[config.mk]
export PLATFORM = sky130hd
export DESIGN_NAME = clkgen_watchdog
export DESIGN_NICKNAME = d
export VERILOG_FILES = /design/src/rtl/wd_pkg.sv /design/src/rtl/wd_prescaler.sv /design/src/rtl/wd_countdown.sv /design/src/rtl/wd_freq_mux.sv /design/src/rtl/clkgen_watchdog.sv
export SDC_FILE = /design/constraint.sdc
export NUM_CORES = 1
export LEC_CHECK = 0
export ABC_CLOCK_PERIOD_IN_PS = 5300
export BUFFER_PORTS_ARGS = -buffer_cell sky130_fd_sc_hd__buf_4
export CORE_UTILIZATION = 55
export DETAILED_ROUTE_END_ITERATION = 16
export PLACE_DENSITY = 0.76
export SYNTH_ARGS = -nofsm -noshare
export SYNTH_HDL_FRONTEND = slang
export SYNTH_SLANG_ARGS = --single-unit
[constraint.sdc]
create_clock -name clk -period 5.3 [get_ports clk]
set_input_delay 1.06 -clock clk [delete_from_list [all_inputs] [get_ports clk]]
set_output_delay 1.06 -clock clk [all_outputs]
set_load 0.1 [all_outputs]
[src/rtl/wd_pkg.sv]
// Package: shared widths, register addresses and the control-word layout
// for the clock-generator watchdog.
// Assumes: one 8-bit register space of up to four registers.
package wd_pkg;
    localparam int unsigned FSEL_W = 5;
    localparam int unsigned REG_W  = 8;
    localparam int unsigned ADDR_W = 2;

    localparam logic [ADDR_W-1:0] ADDR_COUNT = 2'd0;
    localparam logic [ADDR_W-1:0] ADDR_CTRL  = 2'd1;
    localparam logic [ADDR_W-1:0] ADDR_SWSEL = 2'd2;

    // Control word; field order is the register bit order, MSB first.
    typedef struct packed {
        logic              prog_en;
        logic              wd_en;
        logic              alarm;
        logic [FSEL_W-1:0] safe;
    } ctrl_word_t;
endpackage

[src/rtl/wd_prescaler.sv]
// Module: divides the block clock into a one-cycle base tick every
// PRESCALE cycles.
// Assumes: PRESCALE >= 1. A restart or a stopped run puts the phase back
// to zero, so the first tick after a restart comes exactly PRESCALE
// cycles later.
module wd_prescaler #(
    parameter int unsigned PRESCALE = 4
) (
    input  logic clk,
    input  logic rst_n,
    input  logic run_i,
    input  logic restart_i,
    output logic tick_o
);
    localparam int unsigned PCW = (PRESCALE > 1) ? $clog2(PRESCALE) : 1;
    localparam logic [PCW-1:0] LAST = PCW'(PRESCALE - 1);

    logic [PCW-1:0] phase_q;
    logic           at_last;

    assign at_last = (phase_q == LAST);
    assign tick_o  = run_i && !restart_i && at_last;

    // Advance the phase counter while running; wrap at the last phase.
    always_ff @(posedge clk) begin
        if (!rst_n || restart_i || !run_i) begin
            phase_q <= '0;
        end else if (at_last) begin
            phase_q <= '0;
        end else begin
            phase_q <= phase_q + 1'b1;
        end
    end

    generate
        if (PRESCALE > 1) begin : g_gap_check
            // ticks are spaced by the prescale period, never adjacent
            a_r4_tick_gap: assert property (@(posedge clk) disable iff (!rst_n)
                tick_o |=> !tick_o);
        end
    endgenerate
endmodule

[src/rtl/wd_countdown.sv]
// Module: the timeout counter and the sticky alarm flag.
// Assumes: tick_i is a one-cycle pulse. A reload takes priority over a
// tick in the same cycle. A remaining count of 0 or 1 expires on the
// next tick.
module wd_countdown
    import wd_pkg::*;
#(
    parameter int unsigned COUNT_RESET = 16
) (
    input  logic             clk,
    input  logic             rst_n,
    input  logic             en_i,
    input  logic             tick_i,
    input  logic             reload_i,
    input  logic [REG_W-1:0] load_val_i,
    input  logic             alarm_clr_i,
    output logic             alarm_o
);
    logic [REG_W-1:0] remain_q;
    logic             alarm_q;
    logic             expire;

    assign expire  = en_i && tick_i && !reload_i && !alarm_q && (remain_q <= 8'd1);
    assign alarm_o = alarm_q;

    // Track the remaining base periods; hold the reload value while disabled.
    always_ff @(posedge clk) begin
        if (!rst_n) begin
            remain_q <= REG_W'(COUNT_RESET);
        end else if (reload_i || !en_i) begin
            remain_q <= load_val_i;
        end else if (tick_i && !alarm_q && remain_q > 8'd1) begin
            remain_q <= remain_q - 1'b1;
        end
    end

    // Set the alarm on expiry; only an explicit clear removes it.
    always_ff @(posedge clk) begin
        if (!rst_n) begin
            alarm_q <= 1'b0;
        end else if (expire) begin
            alarm_q <= 1'b1;
        end else if (alarm_clr_i) begin
            alarm_q <= 1'b0;
        end
    end

    // the alarm can only appear on a base tick
    a_r4_alarm_on_tick: assert property (@(posedge clk) disable iff (!rst_n)
        $rose(alarm_q) |-> $past(tick_i));
    // a disabled watchdog never raises the alarm
    a_r10_quiet_when_off: assert property (@(posedge clk) disable iff (!rst_n)
        (!en_i && !alarm_q) |=> !alarm_q);
endmodule

[src/rtl/wd_freq_mux.sv]
// Module: picks the frequency-select code. The safe code wins while the
// alarm is set. Otherwise the program enable chooses between the software
// selection and the strap code.
// Assumes: all inputs are registered upstream, so the output is glitch-free
// at cycle granularity.
module wd_freq_mux
    import wd_pkg::*;
(
    input  logic              alarm_i,
    input  logic              prog_en_i,
    input  logic [FSEL_W-1:0] safe_i,
    input  logic [FSEL_W-1:0] sw_sel_i,
    input  logic [FSEL_W-1:0] strap_i,
    output logic [FSEL_W-1:0] sel_o
);
    // Priority select: alarm, then the program enable, then the straps.
    always_comb begin
        if (alarm_i) begin
            sel_o = safe_i;
        end else if (prog_en_i) begin
            sel_o = sw_sel_i;
        end else begin
            sel_o = strap_i;
        end
    end
endmodule

[src/rtl/clkgen_watchdog.sv]
// Module: top of the clock-generator watchdog. It holds the register bank
// and the strap capture, and connects the prescaler, the countdown and the
// output-code mux.
// Assumes: cfg_wr_i is a single-cycle strobe. Every write and every kick
// restarts the timeout.
module clkgen_watchdog
    import wd_pkg::*;
#(
    parameter int unsigned PRESCALE    = 72_500_000,
    parameter int unsigned COUNT_RESET = 16
) (
    input  logic              clk,
    input  logic              rst_n,
    input  logic [FSEL_W-1:0] strap_sel_i,
    input  logic              kick_i,
    input  logic              cfg_wr_i,
    input  logic [ADDR_W-1:0] cfg_addr_i,
    input  logic [REG_W-1:0]  cfg_wdata_i,
    output logic [REG_W-1:0]  count_o,
    output logic [REG_W-1:0]  ctrl_o,
    output logic [FSEL_W-1:0] freq_sel_o,
    output logic              alarm_o
);
    logic [REG_W-1:0]  count_q;
    logic              prog_en_q;
    logic              wd_en_q;
    logic [FSEL_W-1:0] safe_q;
    logic [FSEL_W-1:0] sw_sel_q;
    logic [FSEL_W-1:0] strap_q;
    logic              wr_count, wr_ctrl, wr_swsel;
    logic              restart, alarm_clr, alarm, tick;
    logic [REG_W-1:0]  load_val;
    ctrl_word_t        wdata_ctrl;
    ctrl_word_t        ctrl_view;

    assign wdata_ctrl = ctrl_word_t'(cfg_wdata_i);
    assign wr_count   = cfg_wr_i && (cfg_addr_i == ADDR_COUNT);
    assign wr_ctrl    = cfg_wr_i && (cfg_addr_i == ADDR_CTRL);
    assign wr_swsel   = cfg_wr_i && (cfg_addr_i == ADDR_SWSEL);
    assign restart    = kick_i || cfg_wr_i;
    assign load_val   = wr_count ? cfg_wdata_i : count_q;
    assign alarm_clr  = wr_ctrl && !wdata_ctrl.alarm;

    // Capture the straps while reset is held; freeze them afterwards.
    always_ff @(posedge clk) begin
        if (!rst_n) begin
            strap_q <= strap_sel_i;
        end
    end

    // Register bank: timeout count, control fields, software selection.
    always_ff @(posedge clk) begin
        if (!rst_n) begin
            count_q   <= REG_W'(COUNT_RESET);
            prog_en_q <= 1'b0;
            wd_en_q   <= 1'b0;
            safe_q    <= '0;
            sw_sel_q  <= '0;
        end else begin
            if (wr_count) begin
                count_q <= cfg_wdata_i;
            end
            if (wr_ctrl) begin
                prog_en_q <= wdata_ctrl.prog_en;
                wd_en_q   <= wdata_ctrl.wd_en;
                safe_q    <= wdata_ctrl.safe;
            end
            if (wr_swsel) begin
                sw_sel_q <= cfg_wdata_i[FSEL_W-1:0];
            end
        end
    end

    wd_prescaler #(.PRESCALE(PRESCALE)) i_prescaler (
        .clk       (clk),
        .rst_n     (rst_n),
        .run_i     (wd_en_q && !alarm),
        .restart_i (restart),
        .tick_o    (tick)
    );

    wd_countdown #(.COUNT_RESET(COUNT_RESET)) i_countdown (
        .clk         (clk),
        .rst_n       (rst_n),
        .en_i        (wd_en_q),
        .tick_i      (tick),
        .reload_i    (restart),
        .load_val_i  (load_val),
        .alarm_clr_i (alarm_clr),
        .alarm_o     (alarm)
    );

    wd_freq_mux i_freq_mux (
        .alarm_i   (alarm),
        .prog_en_i (prog_en_q),
        .safe_i    (safe_q),
        .sw_sel_i  (sw_sel_q),
        .strap_i   (strap_q),
        .sel_o     (freq_sel_o)
    );

    // Assemble the control read-back with the live alarm flag.
    always_comb begin
        ctrl_view.prog_en = prog_en_q;
        ctrl_view.wd_en   = wd_en_q;
        ctrl_view.alarm   = alarm;
        ctrl_view.safe    = safe_q;
    end

    assign ctrl_o  = REG_W'(ctrl_view);
    assign count_o = count_q;
    assign alarm_o = alarm;

    // the alarm stays set unless a clearing control write arrives
    a_r9_alarm_sticky: assert property (@(posedge clk) disable iff (!rst_n)
        (alarm_o && !(cfg_wr_i && cfg_addr_i == ADDR_CTRL && !cfg_wdata_i[5])) |=> alarm_o);
    // a kick restarts the count, so no alarm can appear on that edge
    a_r6_kick_no_alarm: assert property (@(posedge clk) disable iff (!rst_n)
        kick_i |=> !$rose(alarm_o));
    // the captured strap code never moves once reset has ended
    a_r2_strap_frozen: assert property (@(posedge clk) disable iff (!rst_n)
        $past(rst_n) |-> $stable(strap_q));
endmodule

==> out/summary.json <==
{
  "floorplan": {
    "coreArea_mm2": 0.00482,
    "boundary_pins": 41,
    "chipWidth_um": 73.5,
    "floorplan.rows": 25,
    "fp.dieH_um": 73.5,
    "initial_core_util": 0.584,
    "floorplan.die_area_mm2": 0.00541
  },
  "detailed_routing": {
    "wl_per_cell_um": 14.2,
    "totalWireLength_mm": 5.96,
    "vias": 2314,
    "drt_pre_antenna_iters": 4,
    "first_iter_violations": 91,
    "viasPerCell": 5.52,
    "final_antenna_net_count": 0,
    "route.detailed.drc": 0
  },
  "final_layout": {
    "drive_gt1_frac": 0.182,
    "final_cell_count_no_fill": 419,
    "nNetsFinal": 369,
    "syn_to_final_growth_pct": 17.2,
    "insertedDiodeCount": 0
  },
  "sta": {
    "final-hold-violation-count": 0,
    "rsz0062_at_grt": "false",
    "slew-limit-headroom": 0.394,
    "period_share": 0.527,
    "setup-violations-final": 0,
    "fmaxAchievable_ghz": 0.358,
    "fin_crit_ps": 2790,
    "finalHoldWorstSlack_ps": 481,
    "tightest_slew_ps": 909,
    "final.setup.tns_ps": 0,
    "minimum_setup_slack_in_the_final_design_ps": 2510,
    "fin_skew_ps": 8.74,
    "timing.final.max_slew_violations": 0
  },
  "setup_path": {
    "critical_path_arrival_ps": 2980,
    "critical_path_depth": 5,
    "crit_path_max_incr_delay_ps": 710,
    "cpLargestDelayFamily": "simple AND/OR/NAND/NOR gates",
    "worstRegToRegCells": 5,
    "setup.worst_path.class": "flip-flop to flip-flop",
    "worst-endpoint-required_ps": 5490,
    "path_buf_inv": 0,
    "cp-end-kind": "flip-flop",
    "timing.critical_path.cells": "or4b_1 -> nor4_4 -> and4_2 -> or3_1 -> nor2_1",
    "cp_max_fo": 27,
    "critical-path-slowest-cell": "sky130_fd_sc_hd__or3_1",
    "crit_path_start_kind": "flip-flop"
  },
  "global_route": {
    "grt_max_degree": 28,
    "grt_util_all_layers": 0.235,
    "grt_pass1_wl_mm": 9.43,
    "grt.busiest_layer": "met2",
    "grt.met2_usage": 0.417,
    "gr-usage-met1": 0.265,
    "antenna_found_initial": 0,
    "grt.overflow.total": 0,
    "first_global_vias": 2102,
    "globalRouteMet3Util": 0.0658
  },
  "power": {
    "worst_ir_drop_vdd_mv": 0.189,
    "power.leakage_nw": 1.25,
    "powerDensity_mw_per_mm2": 289
  },
  "clock_tree": {
    "tritoncts_num_sinks": 61,
    "clk_root_buffer_cell": "sky130_fd_sc_hd__clkbuf_8",
    "cts_hold_buffers": 0,
    "ctsHtreeMaxLevel": 3,
    "worst_skew_pair.late_latency_ps": 340,
    "tritoncts": "yes",
    "clk_pin_slew_worst_paths_ps": 70,
    "cts_repair_resize_count": 0,
    "numCtsBuffers": 9,
    "cts.repair_timing.setup_buffer_count": 0,
    "cts-root-to-sink-buffers": 2
  },
  "yosys": {
    "post_synth.cell_area_avg_um2": 9.05,
    "synth_area_leader_cell": "sky130_fd_sc_hd__dfxtp_1",
    "yosys.area.top_type_share": 0.398,
    "ys_dominant_reg_cell": "sky130_fd_sc_hd__dfxtp_1",
    "synth_cell_types": 46,
    "synth_edf_count": 5,
    "seq_area_frac_synth": 0.452,
    "post_synthesis_register_bit_count": 61,
    "synthesis.area_mm2": 0.00281,
    "postSynthCellCount": 311,
    "synthArstFlopShare": 0,
    "mapped_nets": 333,
    "ys_warn_count": 0,
    "synth_top_cells_by_area": "sky130_fd_sc_hd__dfxtp_1 40%, sky130_fd_sc_hd__mux2i_1 8.5%, sky130_fd_sc_hd__nor2_1 6.8%"
  },
  "status": {
    "status": "completed"
  },
  "placed_design": {
    "place.gp.congestion": 0.787,
    "numPlacedInstances": 403,
    "post_place_setup_slack_ps": 2240,
    "dp.final_hpwl_mm": 4.22,
    "i_o_buffers": 40
  },
  "flow_run": {
    "max_cap_violations": 0
  },
  "worst_hold_path": {
    "whs_path_depth": 1,
    "worst_hold_path_type": "flip-flop to flip-flop"
  }
}
[final timing paths]
check,startpoint,endpoint,slack [ps]
worst min-delay path,i_prescaler.phase_q[0],i_prescaler.phase_q[0],480
worst min register to register,i_prescaler.phase_q[0],i_prescaler.phase_q[0],480
worst max-delay path,i_prescaler.phase_q[14],i_prescaler.phase_q[4],2510
worst max register to register,i_prescaler.phase_q[14],i_prescaler.phase_q[4],2510
[layout make-up]
class                      instances  area (um^2)
clock buffer                      12          145
clock inverter                     4         23.8
fill                             413         1520
inverter                          12         45.0
multi-input combinational        221         1410
sequential                        61         1270
tap                               67         83.8
timing repair buffer              42          315
[synthesized netlist by cell type (2+ instances only)]
| cell type | n |
|---|---|
| sky130_fd_sc_hd__nand3_1 | 10 |
| sky130_fd_sc_hd__a31oi_1 | 3 |
| sky130_fd_sc_hd__and2_1 | 2 |
| sky130_fd_sc_hd__buf_1 | 2 |
| sky130_fd_sc_hd__edfxtp_1 | 5 |
| sky130_fd_sc_hd__nor3_1 | 5 |
| sky130_fd_sc_hd__dfxtp_1 | 56 |
| sky130_fd_sc_hd__a21oi_1 | 6 |
| sky130_fd_sc_hd__xnor2_1 | 10 |
| sky130_fd_sc_hd__nand3b_1 | 2 |
| sky130_fd_sc_hd__mux2i_1 | 24 |
| sky130_fd_sc_hd__or4_1 | 5 |
| sky130_fd_sc_hd__nor3b_1 | 3 |
| sky130_fd_sc_hd__buf_4 | 5 |
| sky130_fd_sc_hd__inv_1 | 12 |
| sky130_fd_sc_hd__nand4_1 | 12 |
| sky130_fd_sc_hd__nor4_1 | 4 |
| sky130_fd_sc_hd__or3_1 | 3 |
| sky130_fd_sc_hd__clkbuf_1 | 9 |
| sky130_fd_sc_hd__o31ai_1 | 4 |
| sky130_fd_sc_hd__o21ai_0 | 8 |
| sky130_fd_sc_hd__xor2_1 | 13 |
| sky130_fd_sc_hd__nand2_1 | 26 |
| sky130_fd_sc_hd__and3_1 | 5 |
| sky130_fd_sc_hd__a211oi_1 | 3 |
| sky130_fd_sc_hd__or4b_1 | 2 |
| sky130_fd_sc_hd__nor2_1 | 51 |
| sky130_fd_sc_hd__ha_1 | 3 |
[cell usage in the layout (no fill, tap or decap), types with 10 or more instances in the layout]
cell,n
sky130_fd_sc_hd__nand2_1,26
sky130_fd_sc_hd__xnor2_1,10
sky130_fd_sc_hd__dfxtp_1,56
sky130_fd_sc_hd__inv_1,12
sky130_fd_sc_hd__nand4_1,12
sky130_fd_sc_hd__nand3_1,10
sky130_fd_sc_hd__clkbuf_8,10
sky130_fd_sc_hd__buf_4,42
sky130_fd_sc_hd__xor2_1,13
sky130_fd_sc_hd__mux2i_1,24
sky130_fd_sc_hd__nor2_1,51
[state kept, by name (all words and copies together), names as in the netlist]
register              cells
safe_q                    5
sw_sel_q                  5
i_countdown.alarm_o       1
wd_en_q                   1
count_o                   8
strap_q                   5
i_countdown.remain_q      8
prog_en_q                 1
i_prescaler.phase_q      27
[cell families after synthesis]
group,Yosys count,synth area share
mux,25,0.0894
simple gates,140,0.259
fa+ha+maj,3,0.0133
buf+inv,29,0.0458
compound gates,30,0.0694
xor+xnor,23,0.0716
flops,61,0.452
[metal layers]
metal | vias up | share of wire
li1 | 1164 | -
met1 | 1096 | 0.44
met2 | 46 | 0.50
met3 | 8 | 0.043
met4 | 0 | 0.014
met5 | - | 0
[through the flow]
stage                      util  total power [mW]  instance area [um^2]
after floorplan               -             0.574                  2810
final                     0.685             0.952                  3300
after CTS                 0.685             0.955                  3300
after detailed placement  0.650             0.604                  3130
after global placement    0.650             0.603                  3130
after global routing      0.685             0.978                  3300
[where the power goes]
part | internal [mW] | switching, mW | total [mW]
Combinational | 0.0314 | 0.0802 | 0.112
Clock | 0.181 | 0.177 | 0.357
Sequential | 0.475 | 0.00722 | 0.483
Total | 0.688 | 0.264 | 0.952
[worst register-to-register path: cells and delay by family (launching register included)]
family           cells  cell delay, ps
DFF                  1             560
and+or+nand+nor      5            2080
Note: power is estimated with default switching activity, not from simulation.
